$ cat src/rtl/trace_window.sv
module trace_window #(
  parameter int DEPTH = 64,
  parameter int EW    = 20,
  parameter int DW    = 16
) (
  input  logic          clk,
  input  logic          rst_n,
  input  logic          arm_i,
  input  logic          src_en_i,
  input  logic          cap_valid_i,
  input  logic [EW-1:0] cap_data_i,
  input  logic          bus_sel_i,
  input  logic          bus_rd_i,
  input  logic          bus_wr_i,
  input  logic          bus_addr0_i,
  input  logic [1:0]    bus_be_i,
  input  logic [DW-1:0] bus_wdata_i,
  output logic [DW-1:0] bus_rdata_o
);
  localparam int AW = (DEPTH > 1) ? $clog2(DEPTH) : 1;
  localparam int HW = EW - DW;
  localparam logic [AW-1:0] LAST = AW'(DEPTH - 1);

  logic [EW-1:0] mem [DEPTH];
  logic [AW-1:0] wr_ptr, rd_idx;
  logic          wrapped, rd_half, lock_q, arm_q;

  logic unused_wdata;
  assign unused_wdata = ^bus_wdata_i;

  // capture side
  logic          arm_rise, cap_go, wr_last, wrap_base, wrapped_n;
  logic [AW-1:0] wr_base, wr_n;

  assign arm_rise  = arm_i & ~arm_q;
  assign cap_go    = arm_i & cap_valid_i;
  assign wr_base   = arm_rise ? '0 : wr_ptr;
  assign wrap_base = arm_rise ? 1'b0 : wrapped;
  assign wr_last   = (wr_base == LAST);
  assign wr_n      = !cap_go ? wr_base : (wr_last ? '0 : wr_base + AW'(1));
  assign wrapped_n = wrap_base | (cap_go & wr_last);

  always_ff @(posedge clk) begin
    if (cap_go) mem[wr_base] <= cap_data_i;
  end

  always_ff @(posedge clk or negedge rst_n) begin
    if (!rst_n) begin
      wr_ptr  <= '0;
      wrapped <= 1'b0;
      arm_q   <= 1'b0;
    end else begin
      wr_ptr  <= wr_n;
      wrapped <= wrapped_n;
      arm_q   <= arm_i;
    end
  end

  // bus side
  logic          word_ok, rd_any, rd_ok, unlock;
  logic [EW-1:0] cur;
  logic [DW-1:0] rd_val;

  assign word_ok = bus_sel_i & ~bus_addr0_i & (bus_be_i == 2'b11);
  assign rd_any  = bus_sel_i & bus_rd_i;
  assign rd_ok   = rd_any & word_ok & ~arm_i & src_en_i & ~lock_q;
  assign unlock  = bus_wr_i & word_ok & ~arm_i;
  assign cur     = mem[rd_idx];
  assign rd_val  = rd_half ? {{(DW-HW){1'b0}}, cur[EW-1:DW]} : cur[DW-1:0];

  always_ff @(posedge clk or negedge rst_n) begin
    if (!rst_n) begin
      rd_idx      <= '0;
      rd_half     <= 1'b0;
      lock_q      <= 1'b1;
      bus_rdata_o <= '0;
    end else begin
      if (arm_i) begin
        rd_idx  <= wrapped_n ? wr_n : '0;
        rd_half <= 1'b0;
        lock_q  <= 1'b1;
      end else begin
        if (unlock) lock_q <= 1'b0;
        if (rd_ok) begin
          rd_half <= ~rd_half;
          if (rd_half) rd_idx <= (rd_idx == LAST) ? '0 : rd_idx + AW'(1);
        end
      end
      if (rd_any) bus_rdata_o <= rd_ok ? rd_val : '0;
    end
  end


  armed_read_zero_chk: assert property (@(posedge clk) disable iff (!rst_n)
    (bus_sel_i && bus_rd_i && arm_i) |=> bus_rdata_o == '0);


  srcoff_read_hold_chk: assert property (@(posedge clk) disable iff (!rst_n)
    (bus_sel_i && bus_rd_i && !src_en_i && !arm_i)
      |=> (bus_rdata_o == '0) && $stable(rd_idx) && $stable(rd_half));


  bad_access_hold_chk: assert property (@(posedge clk) disable iff (!rst_n)
    (bus_sel_i && bus_rd_i && (bus_addr0_i || bus_be_i != 2'b11) && !arm_i)
      |=> (bus_rdata_o == '0) && $stable(rd_idx) && $stable(rd_half));


  unlock_cause_chk: assert property (@(posedge clk) disable iff (!rst_n)
    $fell(lock_q) |-> $past(bus_sel_i && bus_wr_i && !bus_addr0_i
                            && bus_be_i == 2'b11 && !arm_i));


  armed_locks_chk: assert property (@(posedge clk) disable iff (!rst_n)
    arm_i |=> lock_q);


  idle_capture_chk: assert property (@(posedge clk) disable iff (!rst_n)
    (!arm_i && !arm_q) |=> $stable(wr_ptr) && $stable(wrapped));


  half_step_chk: assert property (@(posedge clk) disable iff (!rst_n)
    (rd_ok && rd_half && rd_idx == LAST) |=> (rd_idx == '0) && !rd_half);
endmodule

$ cat config.mk
export PLATFORM = sky130hd
export DESIGN_NAME = trace_window
export DESIGN_NICKNAME = d
export VERILOG_FILES = /design/src/rtl/trace_window.sv
export SDC_FILE = /design/constraint.sdc
export NUM_CORES = 1
export LEC_CHECK = 0
export BUFFER_PORTS_ARGS = -buffer_cell sky130_fd_sc_hd__buf_2
export CAP_MARGIN = 30
export CORE_MARGIN = 3
export CORE_UTILIZATION = 56
export DETAILED_ROUTE_END_ITERATION = 12
export GPL_ROUTABILITY_DRIVEN = 0
export PLACE_DENSITY = 0.75
export SLEW_MARGIN = 20
export SYNTH_ARGS = -nofsm -noshare
export SYNTH_HDL_FRONTEND = slang
export SYNTH_SLANG_ARGS = --single-unit
$ cat constraint.sdc
create_clock -name clk -period 2.5 [get_ports clk]
set_clock_uncertainty 0.2 [all_clocks]
set_input_delay 0.25 -clock clk [delete_from_list [all_inputs] [get_ports clk]]
set_output_delay 0.25 -clock clk [all_outputs]
set_load 0.01 [all_outputs]
-- After elaboration in Yosys (flattened, before gate mapping)
Memory sizes are Yosys's and may differ from the RTL's.
Cells that the tools add are included.
Widths: inputs -> output; s select.
- $lt $le $gt $ge: 0
- add/subtract/negate cells: 2
- reductions and logical operators: 4
- bitwise logic cells: 18
- shift-type cells: 0
- divide/modulo/power cells: 0
- multipliers: 0
- multiplexer cells: 17
- equality and inequality tests: 3
- operator list (kind ; count):
    $mux 6 ; 8
    $mux 16 ; 2
    $add 6x1->6 const B ; 2
    $and 1x1->1 ; 12
    $eq 6x6->1 const B ; 2
    $mux 1 ; 7
    $reduce_bool 2->1 ; 3
    $not 1->1 ; 5
    $eq 2x2->1 const B ; 1
    $reduce_and 2->1 ; 1
    $or 1x1->1 ; 1
- bits in latches: 0
- memories: 1
- register bits after elaboration: 32
- ROM bits: 0
- memory bits (writable): 1280
- logic and storage cells: 52
- output and inout port bits: 16
- memory list (memory ; depth ; width ; read ports ; clocked after Yosys merged registers in ; wr ports ; line ; RTL):
    mem ; 64 ; 20 ; 1 ; 0 ; 1 ; 24 ; logic [EW-1:0] mem [DEPTH];

-- Depth between registers and ports, before layout
- word-level depth: 9
- gate-level depth with buffers: 11
- depth with buffers taken out: 9

-- Least setup slack after synthesis
Ideal clock, no wire load.
- path kind: in2reg
- start: input arm_i
- end: memory mem[29][0], enable pin
- arrival: 2063 ps
- data required time: 1903 ps
- path slack: -160 ps
- stages on the path: 7
- buffers on the path: 2
- library setup time: 397 ps
- path through: buf_2 -> nand2b_1 -> clkbuf_1 -> nand2_1 -> nor2_1 -> nand2_1 -> nor2_1
- longest elaborated chain between the ends: 3
- elaborated cells between the ends (all ways): 5
- classes of those cells: 3 x mux; 2 x bitwise
- ends and longest elaborated chain (what ; line ; RTL):
    start, declared ; 8 ; input logic arm_i,
    $and 1x1->1 ; 36 ; assign cap_go = arm_i & cap_valid_i;
    $mux 1 ; 44 ; if (cap_go) mem[wr_base] <= cap_data_i;
    $mux 1 (implied by the code) ; 44 ;
    end, declared ; 24 ;
Parallel ways exist; a longest one is shown, timed or not.

-- Final worst setup path
- start: register rd_idx[0]
- end: register bus_rdata_o[3]
- longest elaborated chain between the ends: 3
- ends and longest elaborated chain (what ; line ; RTL):
    start, declared ; 25 ; logic [AW-1:0] wr_ptr, rd_idx;
    start signal, assigned ; 79 ; rd_idx <= wrapped_n ? wr_n : '0;
    start signal, assigned ; 86 ; if (rd_half) rd_idx <= (rd_idx == LAST) ? '0 : rd_idx + AW'(1);
    $mem_v2 64x20 ; -- ;
    $mux 16 ; 69 ; assign rd_val = rd_half ? {{(DW-HW){1'b0}}, cur[EW-1:DW]} : cur[DW-1:0];
    $mux 16 ; 89 ; if (rd_any) bus_rdata_o <= rd_ok ? rd_val : '0;
    end signal, assigned ; 89 ;
    end, declared ; 18 ; output logic [DW-1:0] bus_rdata_o
Every way passes these cells.
A chain may end at the register's enable or synchronous reset.

==> impl_metrics.ini <==
[status]
run_status = finished with violations
violated_checks = negative setup slack

[job]
maxCapViolCount = 0

[yosys]
ys_seq_area_share_pct = 77.7
synth.cell_area_um2 = 50500
post_synth_main_area_contributors = edfxtp_1 (76%), mux4_2 (15%), mux2i_1 (2.6%), dfrtp_1 (1.5%), nor2_1 (0.61%)
ys.flop_type = edfxtp_1
netlist.top_cell.by_area = edfxtp_1
asyncSetResetFlopFracSynth_pct = 2.44
yosys.area.top_type_share_pct = 76.1
synth-edff-count = 1280
synth.yosys.warnings = 0
syn_inst = 2250
synth_cell_type_count = 54
postSynthNetCount = 2299
synth.ff_latch_count = 1312
syn_area_per_cell_um2 = 22.5

[grt]
grt.total_usage_pct = 27.4
globalRoute.totalOverflow = 0
wire_length_of_the_first_global_routing_pass_um = 184000
number_of_antenna_violations_at_the_first_check_in_global_routing = 3
first_global_vias = 26117
maximum_number_of_pins_on_one_net_before_global_route_repair = 65

[die]
die_area_um2 = 93900
placementRows = 109
ios = 63
initial_utilization_pct = 56.8
design.core.area_um2 = 88900
dieWidth_um = 306
die_h_um = 306

[setup_path]
crit_start = rd_idx[0]
critical_path.max_fanout = 7
critPathRequiredTime_ns = 2.89
worstSetupPathType = reg -> reg
timing.rr.start = rd_idx[0]
worst_setup_path_end_kind = flop
worstPathArrival_ns = 3.15
startpoint_types = flop

[detailed_routing]
drcViolationCount = 0
antenna_left = 0
avgRoutedWirePerCell_um = 32.5
drtIter0Drc = 3618
routed_wirelength_um = 129000
num_vias = 26225
dr.pass1.iters = 6
route.detailed.vias_per_inst = 6.59

[sta]
grt_setup_unrepaired = true
final_max_slew_viol_count = 0
slew-limit-headroom_pct = 32.6
report.final.setup_viol = 16
max_freq_ghz = 0.362
fin_crit_ns = 2.76
finalHoldViolCount = 0
worst_pin_slew_ns = 1.01
post-route-worst-setup-slack_ns = -0.264
finalCritPeriodShare_pct = 111

[finish]
layoutNonFillerInstCount = 3979
fin_nets = 2758
flow.area_growth_from_synthesis_pct = 21.6
final_core_utilization_pct = 69.1
final_cell_area_um2 = 61500
n_fill_cell = 5115
final_layout_size_suffix_gt1_share_pct = 39.3

[cts]
worst_setup_hold_path_clk_slew_ns = 0.06
ctsHtreeMaxLevel = 3
insertion_delay_ns = 0.73
cts_max_path_buffers = 3
cts_inserted_buffers = 121
clock_tree.root_cell = clkbuf_16
cts_sinks = 1312
tritoncts = built

[min_path]
hold_path_startpoint = cap_data_i[18]
hold_path_class = in -> reg

[placement]
detailed_place_hpwl_um = 75300
place.port_buffers = 46
placedInstanceArea_um2 = 55300
place.detailed.instances = 3657

[power_and_ir_drop]
ir_drop_mv = 0.674
power-per-cell-area_nw_per_um2 = 745
leakagePower_nw = 19.4
-- metal layers --
metal | vias up | GRT usage, % | share of wire [%]
li1 | 10424 | - | -
met1 | 13800 | 39.1 | 37
met2 | 1758 | 42.8 | 48
met3 | 243 | 5.48 | 11
met4 | 0 | 10.1 | 3.9
met5 | - | 0 | 0
-- final cells by class --
type	count	area (um2)	share of cell area, %
clock buffers	164	3340	5.44
diodes	1	2.50	0.00407
flip-flops and latches	1312	39300	63.9
clock inverters	63	805	1.31
inverters	3	11.3	0.0183
repair buffers	454	5160	8.39
multi-input cells	817	11400	18.6
well taps	1165	1460	2.37
-- worst max-delay path, stage by stage, from the launching register on --
cell     delay, ns
dfrtp_4       0.59
buf_12        0.19
buf_12        0.16
mux4_2        0.50
mux2i_1       0.23
nand2_1       0.16
nand4_1       0.24
and4_1        0.28
o21ai_1       0.09
-- cells in the final DEF (no fill, tap or decap), types with 24 or more instances in the layout --
| cell type | instances |
|---|---|
| edfxtp_1 | 1280 |
| clkbuf_1 | 31 |
| mux2i_1 | 98 |
| buf_12 | 107 |
| nor2_2 | 65 |
| clkbuf_16 | 131 |
| dlygate4sd3_1 | 24 |
| mux4_2 | 327 |
| nand2_1 | 65 |
| buf_4 | 233 |
| dfrtp_1 | 28 |
| buf_2 | 46 |
| nand3_1 | 25 |
-- per-stage QoR --
| step | TNS, ns | setup WS (ns) | power, mW | hold slack [ns] |
|---|---|---|---|---|
| CTS | -2.11 | -0.219 | 45.7 | 0.0163 |
| global route | -2.74 | -0.284 | 46.9 | 0.0188 |
| detailed placement | -5.60 | -0.566 | 26.7 | 0.233 |
| floorplan | -119.86 | -0.160 | 25.7 | -0.246 |
| finish | -2.11 | -0.264 | 45.8 | 0.0302 |
| global placement | -5.04 | -0.511 | 26.6 | 0.227 |
-- what timing repair did --
| action | in CTS | in global routing |
|---|---|---|
| endpoints found under the hold margin | 411 | 17 |
| gates cloned | 6 | 7 |
| setup endpoints to repair | 16 | 37 |
| hold buffers | 23 | 1 |
| setup buffers | 20 | 45 |
| pin swaps | 15 | 29 |
| resized for setup | 94 | 94 |
-- synthesized netlist by cell type, drive strengths merged (3+ instances only) --
library cell / count
a211oi: 4
a21oi: 17
a221oi: 10
a22oi: 32
and2: 6
buf: 87
clkbuf: 31
dfrtp: 31
edfxtp: 1280
inv: 3
mux2: 3
mux2i: 133
mux4: 327
nand2: 71
nand2b: 5
nand3: 36
nand4: 11
nor2: 82
nor2b: 8
nor3: 4
o21ai: 16
o22a: 4
o22ai: 8
or2: 3
xor2: 6
-- state kept, by name, indices dropped and copies added (netlist names) --
name / flops
arm_q: 1
wr_ptr: 6
lock_q: 1
rd_half: 1
rd_idx: 6
mem: 1280
wrapped: 1
bus_rdata_o: 16
-- report_power, final --
group          switching, mW  internal [mW]  leakage, nW
registers             0.0330           24.2         11.9
logic                   1.26           1.21         5.48
clock network           7.89           11.2         2.01
-- logic make-up after synthesis --
kind of cell	synth area share, %
adders and majority gates	0.0495
DFF	77.7
buffers and inverters	1.26
xor gates and xnor gates	0.121
AOI/OAI and AO/OA	1.45
muxes	17.3
and+or+nand+nor	2.18
-- worst paths after layout --
kind	end	slack [ns]	cells past startpoint
max in group asynchronous	rd_idx[2]	1.33	2
max reg2reg	bus_rdata_o[3]	-0.26	8
min in group asynchronous	bus_rdata_o[15]	0.04	2
max	bus_rdata_o[3]	-0.26	8
min reg2reg	wrapped	0.33	2
min	mem[41][18]	0.03	2
(Power assumes the default switching activity.)
